File: config.mk
export PLATFORM = sky130hd
export DESIGN_NAME = acq_timer
export DESIGN_NICKNAME = d
export VERILOG_FILES = /design/src/rtl/acq_timer.sv
export SDC_FILE = /design/constraint.sdc
export NUM_CORES = 1
export LEC_CHECK = 0
export BUFFER_PORTS_ARGS = -buffer_cell sky130_fd_sc_hd__buf_4
export CAP_MARGIN = 20
export CORE_MARGIN = 2
export CORE_UTILIZATION = 25
export DETAILED_ROUTE_END_ITERATION = 6
export PLACE_DENSITY = 0.49
export SLEW_MARGIN = 30
export SYNTH_ARGS = -nofsm -noshare
export SYNTH_HDL_FRONTEND = slang
export SYNTH_SLANG_ARGS = --single-unit
File: constraint.sdc
create_clock -name clk -period 1.76 [get_ports clk]
set_input_delay 0.088 -clock clk [delete_from_list [all_inputs] [get_ports clk]]
set_output_delay 0.088 -clock clk [all_outputs]
set_load 0.01 [all_outputs]
File: src/rtl/acq_timer.sv
module acq_timer #(
  parameter int LEN0 = 9,
  parameter int LEN1 = 15,
  parameter int LEN2 = 47,
  parameter int LEN3 = 79
) (
  input  logic       clk,
  input  logic       rst_n,
  input  logic       sync_mode,
  input  logic [1:0] len_sel,
  input  logic       chan_new,
  input  logic       busy,
  input  logic       rd_done,
  input  logic       sync_in,
  output logic       acq_active,
  output logic       acq_done
);
  localparam int LMAX01 = (LEN0 > LEN1) ? LEN0 : LEN1;
  localparam int LMAX23 = (LEN2 > LEN3) ? LEN2 : LEN3;
  localparam int LMAX   = (LMAX01 > LMAX23) ? LMAX01 : LMAX23;
  localparam int CNT_W  = $clog2(LMAX + 1);

  logic             busy_q;
  logic             armed;
  logic [2:0]       sync_q;
  logic             mode_q;
  logic [1:0]       sel_q;
  logic [CNT_W-1:0] cnt;
  logic [CNT_W-1:0] win_len;

  always_comb begin
    case (sel_q)
      2'd0:    win_len = CNT_W'(LEN0);
      2'd1:    win_len = CNT_W'(LEN1);
      2'd2:    win_len = CNT_W'(LEN2);
      default: win_len = CNT_W'(LEN3);
    endcase
  end

  wire busy_rise   = busy & ~busy_q;
  wire busy_fall   = ~busy & busy_q;
  wire start_async = ~sync_mode & busy_rise & (armed | rd_done);
  wire start_sync  = sync_mode & (chan_new | busy_fall);
  wire start       = start_async | start_sync;
  wire sync_rise   = sync_q[1] & ~sync_q[2];
  wire end_async   = acq_active & ~mode_q & (cnt == win_len - CNT_W'(1));
  wire end_sync    = acq_active & mode_q & sync_rise;

  always_ff @(posedge clk or negedge rst_n) begin
    if (!rst_n) begin
      busy_q <= 1'b0;
      sync_q <= '0;
      armed  <= 1'b0;
    end else begin
      busy_q <= busy;
      sync_q <= {sync_q[1:0], sync_in};
      if (start_async)  armed <= 1'b0;
      else if (rd_done) armed <= 1'b1;
    end
  end

  always_ff @(posedge clk or negedge rst_n) begin
    if (!rst_n) begin
      acq_active <= 1'b0;
      acq_done   <= 1'b0;
      mode_q     <= 1'b0;
      sel_q      <= '0;
      cnt        <= '0;
    end else if (start) begin
      acq_active <= 1'b1;
      acq_done   <= 1'b0;
      mode_q     <= sync_mode;
      sel_q      <= len_sel;
      cnt        <= '0;
    end else if (end_async || end_sync) begin
      acq_active <= 1'b0;
      acq_done   <= 1'b1;
      cnt        <= '0;
    end else begin
      acq_done <= 1'b0;
      if (acq_active && !mode_q) cnt <= cnt + CNT_W'(1);
    end
  end
endmodule


==> flow_metrics.py, run 1 <==
metrics = {
    "outcome": {
        "outcome": "completed",
    },
    "yosys": {
        "synth-simple-area-share_pct": 21.6,
        "synth-compound-area-share_pct": 11.3,
        "synth-seq-area-share_pct": 52.5,
        "synth_fa_ha_area_share_pct": 1.54,
        "synth_mux_area_share_pct": 4.01,
        "synth_top_family_by_area": "simple AND/OR/NAND/NOR gates",
        "synthTopCellsByArea": "dfrtp_1 52%, nor4_1 5.4%, xnor2_1 4.3%",
        "synthArstFlopShare_pct": 100,
        "synth_nets": 85,
        "synthCells": 75,
        "synth-edff-count": 0,
        "ys_ff_latch": 17,
        "yosysTopAreaCell": "dfrtp_1",
        "ys.warnings.count": 0,
        "synth_top_area_share_pct": 52.5,
        "syn_area_per_cell_sq_um": 10.8,
        "synth_area_sq_um": 811,
        "synth_xor_area_share_pct": 7.56,
        "dominantRegCellSynth": "dfrtp_1",
        "ys_types": 30,
    },
    "sta": {
        "fin_crit_ps": 1580,
        "slew_violations": 0,
        "rsz0062_at_grt": "no",
        "hold_viol": 0,
        "slew_headroom_pct": 76.4,
        "setup_tns_ps": 0,
        "finalWorstSetupSlack_ps": 184,
        "setup_viol": 0,
        "max_slew.worst_pin.slew_ps": 353,
        "fin_skew_ps": 8.27,
        "max_clock_freq_ghz": 0.634,
        "fin_crit_sh_pct": 89.6,
    },
    "die": {
        "die_area_sq_mm": 0.00371,
        "design.core.area_sq_mm": 0.00308,
        "initial_utilization_pct": 26.3,
        "ios": 11,
        "die_h_um": 61.0,
        "num_rows": 20,
        "die_x_um": 61.0,
    },
    "routing": {
        "routed_wl_um": 1480,
        "wire_per_inst_um": 10.9,
        "drt_iter0_drc": 7,
        "vias": 614,
        "ant_nets": 0,
        "firstDrtPassIters": 4,
        "drc": 0,
        "vias_per_cell": 4.51,
    },
    "worst_setup_path": {
        "cp.arrival_ps": 1770,
        "critPathMaxFanout": 6,
        "cp-start-kind": "flip-flop",
        "crit_buf_inv": 0,
        "path_cells": "or4_1 > a21oi_2 > o31ai_1 > a31o_1",
        "crit_type": "reg2reg",
        "r2r-start": "cnt[2]",
        "critPathSlowestCell": "or4_1",
        "endpoint_kind": "flip-flop",
        "required_ps": 1950,
        "cpPeakStageDelay_ps": 550,
        "r2r_slack_ps": 180,
        "reg2regPathDepth": 4,
        "worstSetupStartpoint": "cnt[2]",
        "r2r-end": "acq_active",
        "crit_family": "simple AND/OR/NAND/NOR gates",
    },
    "finish": {
        "nets": 103,
        "finish.utilization_pct": 32.6,
        "area_growth_pct": 23.9,
        "drive_above_1_share_pct": 21.7,
        "num_antenna_cells": 0,
    },
    "clock_network": {
        "clkSinkCount": 17,
        "clk_latency_ps": 290,
        "cts-root-buf": "clkbuf_4",
        "cts_buffers": 3,
        "post-cts-setup-buffers": 0,
        "clk_pin_slew_ps": 100,
        "htree_levels": 1,
        "cts_tree": "yes",
        "clockBufferDepth": 2,
    },
    "placement": {
        "pre_cts_ws_ps": 187,
        "routabilityCongestion": 0.854,
        "io_buffers": 10,
        "dp_hpwl_um": 1120,
    },
    "global_routing": {
        "track_usage_pct": 9.56,
        "grt-ovfl-total": 0,
        "grt_start_max_net_pins": 18,
        "grt_pass1_wl_um": 2650,
        "antenna_found_initial": 0,
        "grt_pass1_vias": 653,
    },
    "pwr": {
        "peakVddDrop_mv": 0.435,
        "p_leak_nw": 0.404,
        "power.density_mw_per_mm2": 811,
    },
    "worst_hold_path": {
        "hold_end": "sel_q[0]",
        "hold_depth": 2,
        "min_from": "len_sel[0]",
        "hp-class": "in2reg",
    },
    "flow_run": {
        "maxCapViolCount": 0,
    },
}
[area by class of cell]
cell class / count / area (sq um)
clock inverter: 1 / 5.00
clock buffer: 3 / 22.5
sequential: 17 / 425
inverter: 1 / 3.75
multi-input combinational: 55 / 373
timing repair buffer: 15 / 120
tap: 44 / 55.1
fill: 309 / 2070
[through the flow]
stage,area (sq um),hold WS [ps],cells,total power [W]
final,1000,19.1,136,0.000815
after detailed placement,947,-35.2,129,0.000615
after global placement,947,-29.9,129,0.000615
after floorplan,811,-208,75,0.000553
after global routing,1000,6.11,136,0.000875
after CTS,1000,12.5,136,0.000831
[sequential cells by signal, indices dropped and copies added (netlist names)]
register / count
acq_done: 1
sync_q: 3
cnt: 7
acq_active: 1
sel_q: 2
busy_q: 1
mode_q: 1
armed: 1
[cell usage in the layout (no fill, tap or decap), types with 2 or more instances in the layout]
master / n
nand2b_1: 3
nand3b_1: 2
xnor2_1: 4
xor2_1: 3
nor3_1: 3
nand2_1: 6
clkbuf_4: 3
dlygate4sd3_1: 3
o21ai_1: 2
nor4_1: 7
buf_4: 12
nor2_1: 6
dfrtp_1: 17
a21oi_1: 3
[synthesized netlist by cell type (2+ instances only)]
| cell type | instances |
|---|---|
| dfrtp_1 | 17 |
| nor4_1 | 7 |
| nand2_1 | 6 |
| nor2_1 | 6 |
| xnor2_1 | 4 |
| a21oi_1 | 3 |
| nand2b_1 | 3 |
| nor3_1 | 3 |
| xor2_1 | 3 |
| nand3b_1 | 2 |
| o21ai_1 | 2 |
[where the power goes]
group	switching, W	leakage (nW)	internal, W	total [W]
combinational	0.0000707	0.175	0.0000775	0.000148
sequential	0.0000359	0.211	0.000426	0.000462
clock	0.000121	0.0177	0.0000845	0.000205
[what timing repair did]
action | in CTS | in global routing
resized for setup | 0 | 0
hold endpoints to repair | 21 | 0
hold buffers | 3 | 0
[worst max path at each step]
stage	endpoint	slack, ps	cells past startpoint
6_report	acq_active	180	4
5_1_grt	acq_active	100	4
4_1_cts	acq_active	180	4
3_5_place_dp	acq_active	190	4
3_3_place_gp	cnt[1]	200	4
2_1_floorplan	acq_active	260	4
[layer usage]
layer  vias to the layer above  global-route usage (%)  wire length, um
li1                        309                       -                -
met1                       294                    11.8              736
met2                         9                    16.9              693
met3                         2                    1.28               30
met4                         0                    3.73               22
met5                         -                       0                0
[logic make-up after synthesis]
family                   Yosys count
multiplexers                       3
AND/OR/NAND/NOR                   32
XOR/XNOR                           7
AO/OA/AOI/OAI                     12
adder cells (fa/ha/maj)            1
buffers and inverters              3
flip-flops                        17
No activity file was read; power rests on OpenSTA's default activity.
==> run 2, diff against run 1 <==
Settings changed: PLACE_DENSITY 0.49 to 0.51.
Clock period 1.76 ns to 1.3 ns, I/O delays scaled along.
==> run 2 against run 1 <==
Effect of this change:
- the flow now finishes with violations (setup timing)
- core utilization up 6.4 points
- largest cell class is now multi-input gates
- non-clock buffer count up 17
- sequential power up 31%
- fmax up 4.5%
- via count up 11%
- combinational power up 110%
- power up 46%
- die area unchanged
- critical path depth unchanged
- wire length up 20%
- clock-buffer cell count up 1
- clock power up 34%
==> flow_metrics.py, run 2 (synthesis results as in run 1) <==
metrics = {
    "global_routing": {
        "track_usage_pct": 10.9,
        "antenna_found_initial": 0,
        "grt_start_max_net_pins": 18,
        "grt-ovfl-total": 0,
        "met2_usage_pct": 18.9,
        "grt_pass1_vias": 674,
        "gr-max-usage-layer": "met2",
        "grt_use_met1_pct": 12.8,
        "grt_pass1_wl_um": 2900,
        "grtUsageMet3_pct": 1.28,
    },
    "die": {
        "num_rows": 20,
        "ios": 11,
        "die_area_sq_mm": 0.00371,
        "initial_utilization_pct": 26.3,
        "design.core.area_sq_mm": 0.00308,
        "die_h_um": 61.0,
        "die_x_um": 61.0,
    },
    "worst_hold_path": {
        "hp-class": "in2reg",
        "min_from": "sync_mode",
        "hold_end": "armed",
        "hold_depth": 3,
    },
    "sta": {
        "fin_crit_sh_pct": 116,
        "max_slew.worst_pin.slew_ps": 373,
        "rsz0062_at_grt": "yes",
        "setup_viol": 10,
        "setup_tns_ps": -1700,
        "finalWorstSetupSlack_ps": -208,
        "hold_viol": 0,
        "fin_crit_ps": 1510,
        "slew_violations": 0,
        "fin_skew_ps": 8.13,
        "whs_ps": 83.8,
        "max_clock_freq_ghz": 0.663,
        "slew_headroom_pct": 75.0,
    },
    "worst_setup_path": {
        "endpoint_kind": "flip-flop",
        "r2r-end": "cnt[5]",
        "cp.arrival_ps": 1660,
        "crit_type": "reg2reg",
        "required_ps": 1450,
        "r2r-start": "cnt[2]",
        "r2r_slack_ps": -210,
        "cp-start-kind": "flip-flop",
        "reg2regPathDepth": 4,
        "critPathMaxFanout": 7,
    },
    "placement": {
        "dp_hpwl_um": 1300,
        "io_buffers": 10,
        "pre_cts_ws_ps": -191,
        "placed_area_sq_mm": 0.00108,
        "routabilityCongestion": 0.754,
    },
    "clock_network": {
        "clk_pin_slew_ps": 100,
        "cts_buffers": 3,
        "clkSinkCount": 17,
        "clk_latency_ps": 280,
        "cts-root-buf": "clkbuf_4",
        "cts_tree": "yes",
        "clockBufferDepth": 2,
        "htree_levels": 1,
    },
    "finish": {
        "largest_register_ffs": 7,
        "nets": 120,
        "top_regs": "cnt x7, sync_q x3, sel_q x2",
        "finish.utilization_pct": 39.0,
        "drive_above_1_share_pct": 39.4,
        "largest_register": "cnt",
        "num_antenna_cells": 0,
        "layout_common_cells": "26 x buf_4, 17 x dfrtp_1, 6 x nand2_1",
        "area_growth_pct": 48.1,
        "design_area_sq_mm": 0.00120,
        "final_common_cell": "buf_4",
    },
    "routing": {
        "vias": 680,
        "firstDrtPassIters": 2,
        "drc": 0,
        "ant_nets": 0,
        "routed_wl_um": 1790,
        "wire_per_inst_um": 11.7,
        "drt_iter0_drc": 6,
        "vias_per_cell": 4.44,
    },
    "pwr": {
        "p_leak_nw": 0.485,
        "peakVddDrop_mv": 0.570,
        "power.density_mw_per_mm2": 990,
    },
    "outcome": {
        "violations": "setup timing",
        "outcome": "finished, violations left",
    },
    "flow_run": {
        "maxCapViolCount": 0,
    },
}
==> run 2: cell type report <==
| class | count | area [sq um] |
|---|---|---|
| fillers | 312 | 1880 |
| multi-input cells | 55 | 434 |
| flip-flops and latches | 17 | 425 |
| repair buffers | 32 | 256 |
| well taps | 44 | 55.1 |
| clock buffers | 4 | 26.3 |
| inverters | 1 | 3.75 |
==> run 2: timing repair <==
action | CTS | global route
pin swaps | 4 | 4
hold buffers | 5 | 0
setup endpoints to repair | 9 | 11
gates cloned | 0 | 0
hold endpoints to repair | 23 | 0
gates resized for setup | 1 | 7
buffers inserted | 0 | 1
==> run 2: worst max-delay path by stage <==
stage / startpoint / end / depth (start not counted)
after global placement: sel_q[0] / acq_active / 4
after CTS: cnt[2] / cnt[5] / 4
after detailed placement: sel_q[0] / acq_active / 4
final: cnt[2] / cnt[5] / 4
after global routing: cnt[6] / acq_done / 6
after floorplan: cnt[1] / acq_active / 4
==> run 2: power breakdown <==
group	switching (W)	internal (W)
Sequential	0.0000309	0.000576
Combinational	0.000139	0.000168
Clock	0.000156	0.000119
Total	0.000326	0.000863
==> run 2: per-layer routing <==
metal | share of wire, % | routed length (um)
met1 | 44 | 779
met2 | 53 | 953
met3 | 1.6 | 29
met4 | 1.2 | 22
met5 | 0 | 0
==> run 2: critical path, stage by stage, from the launching register on <==
cell and delay [ps]:
dfrtp_1 390, or4_1 530, a21oi_2 170, o31a_4 220, nor4_1 60
==> run 2: through the flow <==
| stage | cells | power (W) |
|---|---|---|
| detailed placement | 143 | 0.000902 |
| global route | 153 | 0.00127 |
| finish | 153 | 0.00119 |
| floorplan | 75 | 0.000762 |
| CTS | 152 | 0.00120 |
| global placement | 143 | 0.000898 |
